--- config.mk ---
export PLATFORM = sky130hd
export DESIGN_NAME = nol_gate_ctrl
export DESIGN_NICKNAME = d
export VERILOG_FILES = /design/src/rtl/nol_pkg.sv /design/src/rtl/nol_input_qual.sv /design/src/rtl/nol_blank.sv /design/src/rtl/nol_seq.sv /design/src/rtl/nol_gate_ctrl.sv
export SDC_FILE = /design/constraint.sdc
export NUM_CORES = 1
export LEC_CHECK = 0
export BUFFER_PORTS_ARGS = -buffer_cell sky130_fd_sc_hd__buf_4
export CAP_MARGIN = 20
export CORE_UTILIZATION = 56
export CTS_BUF_LIST = sky130_fd_sc_hd__clkbuf_4 sky130_fd_sc_hd__clkbuf_8 sky130_fd_sc_hd__clkbuf_16
export CTS_CLUSTER_SIZE = 30
export DETAILED_ROUTE_END_ITERATION = 8
export GPL_TIMING_DRIVEN = 0
export HOLD_SLACK_MARGIN = 0.03
export PLACE_DENSITY = 0.77
export SLEW_MARGIN = 20
export SYNTH_ARGS = -nofsm -noshare
export SYNTH_HDL_FRONTEND = slang
export SYNTH_SLANG_ARGS = --single-unit
--- constraint.sdc ---
create_clock -name clk -period 2 [get_ports clk]
set_input_delay 0.4 -clock clk [delete_from_list [all_inputs] [get_ports clk]]
set_output_delay 0.4 -clock clk [all_outputs]
set_load 0.01 [all_outputs]
--- src/rtl/nol_pkg.sv ---
package nol_pkg;

  typedef enum logic [1:0] {
    LV_LOW,
    LV_MID,
    LV_HIGH
  } lvl_t;

  typedef enum logic [2:0] {
    SQ_IDLE,
    SQ_ARM_HS,
    SQ_HS,
    SQ_ARM_LS,
    SQ_LS
  } seq_t;

  // Three-level code decode; the unused code behaves as mid (both off).
  function automatic lvl_t decode_lvl(input logic [1:0] code);
    case (code)
      2'b00:   return LV_LOW;
      2'b10:   return LV_HIGH;
      default: return LV_MID;
    endcase
  endfunction

endpackage

--- src/rtl/nol_input_qual.sv ---
module nol_input_qual
  import nol_pkg::*;
(
  input  logic [1:0] pwm_code,
  input  logic [1:0] en_code,
  input  logic       supply_low,
  output lvl_t       pwm_lvl,
  output logic       enabled,
  output logic       run
);

  lvl_t en_lvl;

  always_comb begin
    en_lvl  = decode_lvl(en_code);
    pwm_lvl = decode_lvl(pwm_code);
    // Enabled: braking or running, with the supply good.
    enabled = !supply_low && (en_lvl != LV_LOW);
    // Run: switching is allowed by the enable command.
    run     = !supply_low && (en_lvl == LV_HIGH);
  end

endmodule

--- src/rtl/nol_blank.sv ---
module nol_blank #(
  parameter int SETTLE_CYC = 500
) (
  input  logic clk,
  input  logic rst,
  input  logic enabled,
  output logic ready
);

  localparam int CW = $clog2(SETTLE_CYC + 1);
  localparam logic [CW-1:0] LOAD = CW'(SETTLE_CYC);

  logic [CW-1:0] remain;

  always_ff @(posedge clk) begin
    if (rst || !enabled) begin
      remain <= LOAD;
    end else if (remain != '0) begin
      remain <= remain - 1'b1;
    end
  end

  assign ready = (remain == '0);


  blank_rearm_chk: assert property (@(posedge clk) disable iff (rst)
    !enabled |=> !ready);


  blank_hold_chk: assert property (@(posedge clk) disable iff (rst)
    (ready && enabled) |=> ready);

endmodule

--- src/rtl/nol_seq.sv ---
module nol_seq
  import nol_pkg::*;
#(
  parameter int DLY_HS = 4,
  parameter int DLY_LS = 4
) (
  input  logic clk,
  input  logic rst,
  input  logic go,
  input  lvl_t pwm_lvl,
  input  logic hs_dis,
  input  logic ls_dis,
  output logic hs_on,
  output logic ls_on
);

  localparam int DMAX = (DLY_HS > DLY_LS) ? DLY_HS : DLY_LS;
  localparam int CW   = $clog2(DMAX + 1);
  localparam logic [CW-1:0] HS_LAST = CW'(DLY_HS - 1);
  localparam logic [CW-1:0] LS_LAST = CW'(DLY_LS - 1);

  seq_t          st;
  logic [CW-1:0] cnt;

  // Target state when no gate is on: arm the commanded side, else idle.
  function automatic seq_t arm_for(input lvl_t lv);
    case (lv)
      LV_HIGH: return SQ_ARM_HS;
      LV_LOW:  return SQ_ARM_LS;
      default: return SQ_IDLE;
    endcase
  endfunction

  always_ff @(posedge clk) begin
    if (rst || !go) begin
      st    <= SQ_IDLE;
      cnt   <= '0;
      hs_on <= 1'b0;
      ls_on <= 1'b0;
    end else begin
      case (st)
        SQ_IDLE: begin
          st  <= arm_for(pwm_lvl);
          cnt <= '0;
        end
        SQ_ARM_HS: begin
          if (pwm_lvl != LV_HIGH) begin
            st  <= arm_for(pwm_lvl);
            cnt <= '0;
          end else if (!ls_dis) begin
            cnt <= '0;
          end else if (cnt == HS_LAST) begin
            st    <= SQ_HS;
            cnt   <= '0;
            hs_on <= 1'b1;
          end else begin
            cnt <= cnt + 1'b1;
          end
        end
        SQ_HS: begin
          if (pwm_lvl != LV_HIGH) begin
            hs_on <= 1'b0;
            st    <= arm_for(pwm_lvl);
            cnt   <= '0;
          end
        end
        SQ_ARM_LS: begin
          if (pwm_lvl != LV_LOW) begin
            st  <= arm_for(pwm_lvl);
            cnt <= '0;
          end else if (!hs_dis) begin
            cnt <= '0;
          end else if (cnt == LS_LAST) begin
            st    <= SQ_LS;
            cnt   <= '0;
            ls_on <= 1'b1;
          end else begin
            cnt <= cnt + 1'b1;
          end
        end
        SQ_LS: begin
          if (pwm_lvl != LV_LOW) begin
            ls_on <= 1'b0;
            st    <= arm_for(pwm_lvl);
            cnt   <= '0;
          end
        end
        default: begin
          st    <= SQ_IDLE;
          cnt   <= '0;
          hs_on <= 1'b0;
          ls_on <= 1'b0;
        end
      endcase
    end
  end


  excl_chk: assert property (@(posedge clk) disable iff (rst)
    !(hs_on && ls_on));


  hs_fb_chk: assert property (@(posedge clk) disable iff (rst)
    $rose(hs_on) |-> ($past(ls_dis) && $past(pwm_lvl) == LV_HIGH && !$past(ls_on)));


  ls_fb_chk: assert property (@(posedge clk) disable iff (rst)
    $rose(ls_on) |-> ($past(hs_dis) && $past(pwm_lvl) == LV_LOW && !$past(hs_on)));


  mid_off_chk: assert property (@(posedge clk) disable iff (rst)
    (pwm_lvl == LV_MID) |=> (!hs_on && !ls_on));

endmodule

--- src/rtl/nol_gate_ctrl.sv ---
module nol_gate_ctrl
  import nol_pkg::*;
#(
  parameter int SETTLE_CYC = 500,
  parameter int DLY_HS     = 4,
  parameter int DLY_LS     = 4
) (
  input  logic       clk,
  input  logic       rst,
  input  logic [1:0] pwm_code,
  input  logic [1:0] en_code,
  input  logic       supply_low,
  input  logic       hs_dis,
  input  logic       ls_dis,
  output logic       hs_on,
  output logic       ls_on
);

  lvl_t pwm_lvl;
  logic enabled;
  logic run;
  logic ready;

  nol_input_qual u_qual (
    .pwm_code   (pwm_code),
    .en_code    (en_code),
    .supply_low (supply_low),
    .pwm_lvl    (pwm_lvl),
    .enabled    (enabled),
    .run        (run)
  );

  nol_blank #(.SETTLE_CYC(SETTLE_CYC)) u_blank (
    .clk     (clk),
    .rst     (rst),
    .enabled (enabled),
    .ready   (ready)
  );

  nol_seq #(.DLY_HS(DLY_HS), .DLY_LS(DLY_LS)) u_seq (
    .clk     (clk),
    .rst     (rst),
    .go      (run && ready),
    .pwm_lvl (pwm_lvl),
    .hs_dis  (hs_dis),
    .ls_dis  (ls_dis),
    .hs_on   (hs_on),
    .ls_on   (ls_on)
  );


  lockout_off_chk: assert property (@(posedge clk) disable iff (rst)
    supply_low |=> (!hs_on && !ls_on));


  en_low_off_chk: assert property (@(posedge clk) disable iff (rst)
    (en_code == 2'b00) |=> (!hs_on && !ls_on));


  brake_off_chk: assert property (@(posedge clk) disable iff (rst)
    (en_code == 2'b01) |=> (!hs_on && !ls_on));


  settle_off_chk: assert property (@(posedge clk) disable iff (rst)
    !ready |=> (!hs_on && !ls_on));

endmodule

=== Word-level counts from Yosys, hierarchy flattened ===
Index checks and enable logic that the tools add are counted.

* Add/subtract/negate cells: 2
* Bitwise logic cells: 2
* Multiplexer cells: 29
* Reductions and logical operators: 22
* Eq/ne operators: 22

{| class="wikitable"
|+ Operators with widths
! cell !! count
|-
| 2-to-1 mux 3 bit || 15
|-
| case mux 3 bit (5 select lines) || 1
|-
| case mux 2 bit (2 select lines) || 3
|-
| case mux 3 bit (4 select lines) || 1
|-
| inequality test 2 bit (second input constant) || 5
|-
| AND reduction 5 bit || 2
|-
| equality test 3 x 2 -> 1 bit (second input constant) || 3
|-
| logical NOT 9 bit || 1
|-
| nonzero test 9 bit || 1
|-
| subtractor 9 x 1 -> 9 bit (second input constant) || 1
|-
| equality test 2 bit (second input constant) || 4
|-
| inequality test 2 x 1 -> 1 bit (second input constant) || 4
|-
| 2-to-1 mux 1 bit || 7
|-
| logical NOT 2 bit || 3
|-
| inequality test 3 x 1 -> 1 bit (second input constant) || 2
|-
| inequality test 3 x 2 -> 1 bit (second input constant) || 2
|-
| case mux 1 bit (3 select lines) || 2
|-
| AND reduction 6 bit || 1
|-
| OR reduction 3 bit || 2
|-
| nonzero test 2 bit || 2
|-
| adder 3 x 1 -> 3 bit (second input constant) || 1
|-
| equality test 3 x 1 -> 1 bit (second input constant) || 1
|-
| equality test 3 bit (second input constant) || 1
|-
| logical AND 1 bit || 3
|-
| 5 further kinds || 9
|}

* Input port bits: 9
* Output and inout bits: 2
* Word-level logic and storage cells: 82
* Flip-flop bits (word level): 17

=== Longest topological paths before layout ===
* Word-level depth: 7
* Gate-level depth with buffers: 7
* Gate-level depth less buffers: 6

=== Modules after synthesis ===
Synthesis repeated with hierarchy kept, for this count alone.

* Cells, all modules: 124
* Area, all modules: 1062.3 um^2

{| class="wikitable"
|+ By module, submodules not included
! module !! instances !! area each (um^2) !! cells each !! sequential area each (um^2)
|-
| nol_seq || 1 || 561.8 || 66 || 160.2
|-
| nol_blank || 1 || 461.7 || 53 || 180.2
|-
| nol_input_qual || 1 || 32.5 || 4 || 0.0
|-
| nol_gate_ctrl || 1 || 6.3 || 1 || 0.0
|}

=== Worst setup path after synthesis ===
OpenSTA, ideal clock, no wires.

* Path kind: reg2reg
* Start point: register u_blank.remain[0]
* End point: register u_blank.remain[6]
* Slack: 385 ps
* Data arrival time: 1497 ps
* Required time: 1881 ps
* Clock period less this slack: 1615 ps
* Library setup time: 119 ps
* Path buffers: 0
* Stages on the path, launching flop included: 7
* Path through: dfxtp_1 > inv_1 > ha_1 > or3b_1 > a2111oi_2 > xnor2_1 > nand2_1

* Cells in the longest elaborated chain, start to end: 1
* Elaborated cells between the ends (all ways): 2
* Those cells by class: add/sub (1); reduce/logical (1)

{| class="wikitable"
|+ RTL lines
! item !! RTL line !! RTL
|-
| from (decl) || nol_blank.sv:13 || <nowiki>logic [CW-1:0] remain;</nowiki>
|-
| from (signal assigned) || nol_blank.sv:19 || <nowiki>remain <= remain - 1'b1;</nowiki>
|-
| subtractor 9 x 1 -> 9 bit / nonzero test 9 bit (equally long branches) || nol_blank.sv:19, nol_blank.sv:18 ||
|}

Several ways; a longest one is shown, not always the timed one.
A chain may end at the register's enable or synchronous reset.

=== Worst setup path in the final report ===
* Start point: register u_seq.cnt[0]
* End point: register u_seq.st[1]

* Cells in the longest elaborated chain, start to end: 3
* Elaborated cells between the ends (all ways): 4
* Those cells by class: eq/ne (3); reduce/logical (1)

{| class="wikitable"
|+ RTL lines
! item !! RTL line !! RTL
|-
| from (decl) || nol_seq.sv:23 || <nowiki>logic [CW-1:0] cnt;</nowiki>
|-
| from (signal assigned) || nol_seq.sv:57 || <nowiki>cnt <= cnt + 1'b1;</nowiki>
|-
| from (signal assigned) || nol_seq.sv:78 || <nowiki>cnt <= cnt + 1'b1;</nowiki>
|-
| equality test 3 x 2 -> 1 bit (*) || nol_seq.sv:52, nol_seq.sv:73 ||
|-
| inequality test 3 x 1 -> 1 bit (no line) || n/a ||
|-
| AND reduction 6 bit (no line) (*) || n/a ||
|-
| to (signal assigned) || nol_seq.sv:48 || <nowiki>st <= arm_for(pwm_lvl);</nowiki>
|-
| to (signal assigned) || nol_seq.sv:63 || <nowiki>st <= arm_for(pwm_lvl);</nowiki>
|-
| to (signal assigned) || nol_seq.sv:84 || <nowiki>st <= arm_for(pwm_lvl);</nowiki>
|-
| to (decl) || nol_seq.sv:22 || <nowiki>seq_t st;</nowiki>
|}

Every way passes the cells marked *; elsewhere a longest branch is shown, timed or not.

==> flow_metrics.tcl <==
set metrics [dict create \
    crit_cells 5 \
    antenna_found_initial 0 \
    cts-buffers-inserted 3 \
    cts_max_level 1 \
    clk-insertion-delay-late_ns 0.29 \
    synthFlopType "dfxtp_1" \
    drc_errors 0 \
    timing.critical_path.from_type "flop" \
    synth-async-reset-ratio_pct 0 \
    coreArea_mm2 0.00171 \
    worst-setup-path-type "flop to flop" \
    row_count 15 \
    wl_um 1860 \
    ctsHoldBuffers 0 \
    maxCapViolations 0 \
    finalHoldViolCount 0 \
    layout_stage_area_growth_over_the_synthesis_result_pct 13.9 \
    power.leakage_nw 0.407 \
    timing.final.setup_violations 0 \
    cts_tree "built" \
    most_common_cell_after_layout_fill_and_taps_aside "dfxtp_1" \
    syn-cell-area_mm2 0.00101 \
    die_y_um 44.6 \
    clock-skew-final_ns 0.00720 \
    grt_pass1_vias 751 \
    max-slew-margin-rel_pct 69.4 \
    ir_worst_vdd_v 0.000398 \
    wl_met1_um 952 \
    proportion_of_synthesized_chip_area_in_sequential_cells_pct 33.5 \
    postSynthAreaPerCell_um2 8.98 \
    grt_remaining_overflow 0 \
    num-nets-final 141 \
    crit_family "simple AND/OR/NAND/NOR gates" \
    clkTransAtPathRegs_ns 0.10 \
    post_dp_cell_area_mm2 0.00112 \
    run_status "completed" \
    final-max-slew-violation-count 0 \
    yosysUniqueCellTypes 40 \
    initial_core_util_pct 59.4 \
    period_minus_slack_ns 1.74 \
    grt_setup_unrepaired "false" \
    fmax_ghz 0.576 \
    pin_slew_with_the_least_headroom_to_its_limit_ns 0.458 \
    final_cell_area_mm2 0.00116 \
    design.portCount 11 \
    vias 864 \
    count_of_input_and_output_buffers 10 \
    post-route-period-util_pct 86.8 \
    worstRegToRegCells 5 \
    endpoint_kind "flop" \
    dr_wl_met3_um 42 \
    worstPathCellList "ha_1 -> nand4bb_1 -> o32a_1 -> or4_1 -> a21oi_1" \
    synth_cells 113 \
    edff_count_synth 0 \
    crit_path_max_fanout 5 \
    cp.required_ns 2.23 \
    gp_congestion 0.880 \
    hpwl_um 1410 \
    critPathArrivalTime_ns 1.96 \
    syn_nets 125 \
    die-width_um 44.6 \
    tns_ns 0 \
    met2WireLength_um 853 \
    mostFrequentLayoutCells "dfxtp_1, buf_4, nor2_1" \
    min_path_type "input port to flop" \
    first_pass_iters 4 \
    drt_iter0_markers 11 \
    power.density_mw_per_mm2 503 \
    clk_path_buf_depth 2 \
    pin_count_of_the_biggest_net_entering_global_routing 11 \
    routed_wire_length_per_instance_um 12.2 \
    gr-usage-all-layers_pct 21.3 \
    cts_num_sinks 17 \
    synth-warning-count 0 \
    cpMaxStageDelayCell "or4_1" \
    hold_depth 3 \
    post_route_cells_drive_above_1_share_pct 22.7 \
    max_stage_delay_ns 0.47 \
    dr.max_layer_used "met4" \
    clock-root-buffer "clkbuf_4" \
    diode_count 0 \
    crit_buf_inv 0 \
    grt_first_pass_wirelength_um 3090 \
    synth_seq_cells 17 \
    fp.dieArea_mm2 0.00199 \
    postRouteAntennaNets 0 \
    routed_via_density 5.65 \
]
## power breakdown
part	total [mW]	leakage [nW]	switching [mW]	internal (mW)
clock	0.181	0.0177	0.107	0.0742
combinational	0.0518	0.252	0.0244	0.0274
sequential	0.349	0.138	0.00592	0.343
## tightest hold or removal path, cell delays in order
cell	delay (ns)
buf_4	0.09
a41oi_1	0.10
nor3_2	0.09
## metrics by stage
step	cells	setup WS (ns)	hold slack, ns	utilization (%)	total power, mW
2_1_floorplan	113	0.385	0.458	-	0.386
3_3_place_gp	148	0.246	0.464	65.6	0.406
5_1_grt	153	0.173	0.426	67.7	0.610
3_5_place_dp	148	0.229	0.475	65.6	0.408
6_report	153	0.265	0.436	67.7	0.581
4_1_cts	152	0.171	0.422	67.3	0.592
## final timing paths
kind / end / startpoint / slack, ns
setup / recovery: u_seq.st[1] / u_seq.cnt[0] / 0.26
hold / removal: u_seq.hs_on / ls_dis / 0.44
setup reg to reg: u_seq.st[1] / u_seq.cnt[0] / 0.26
hold reg to reg: u_seq.ls_on / u_seq.ls_on / 0.48
## area by class of cell
cell class              count  area (um2)
plain buffers               4        31.3
clock buffers               3        22.5
inverters                   8        30.0
well taps                  25        31.3
fillers                   158         552
multi-input cells          84         613
repair buffers             11        82.6
flip-flops and latches     17         340
clock inverters             1        5.00
## layer usage
layer | vias to the layer above | GRT usage, %
met2 | 14 | 31.8
met5 | - | 0
met1 | 397 | 28.6
met3 | 2 | 6.53
met4 | 0 | 8.48
li1 | 451 | -
## synthesized netlist by cell type (all sizes together), types with 2 or more instances
library cell / number / area share (%)
a211oi: 3 / 2.7
a21oi: 9 / 4.4
buf: 4 / 3.1
dfxtp: 17 / 34
ha: 3 / 3.7
inv: 8 / 3.0
nand2: 6 / 2.5
nand3: 2 / 0.99
nand3b: 4 / 3.0
nand4bb: 2 / 2.2
nor2: 12 / 4.4
nor3: 5 / 3.9
nor3b: 3 / 2.2
o21a: 2 / 1.5
o21ai: 5 / 2.5
or3: 3 / 1.8
or3b: 2 / 1.7
or4: 4 / 3.0
xnor2: 4 / 3.5
## repair_timing
item	in CTS	in global routing
buffers inserted	0	1
setup endpoints to repair	0	1
resized for setup	0	0
## kinds of logic (layout without fill, tap and decap cells)
group                    count (synthesis)  in the layout  share of synthesized area (%)
AO/OA/AOI/OAI                           27             27                           19.1
XOR/XNOR                                 4              4                           3.45
adder cells (fa/ha/maj)                  4              4                           4.81
buffers and inverters                   12             27                           6.04
flip-flops                              17             17                           33.5
multiplexers                             1              1                          0.986
AND/OR/NAND/NOR                         48             48                           32.1
## registers in the layout, summed over array words and instances, names as in the netlist
name / count
u_blank.remain: 9
u_seq.cnt: 3
u_seq.hs_on: 1
u_seq.ls_on: 1
u_seq.st: 3
No activity file was read; power rests on OpenSTA's default activity.
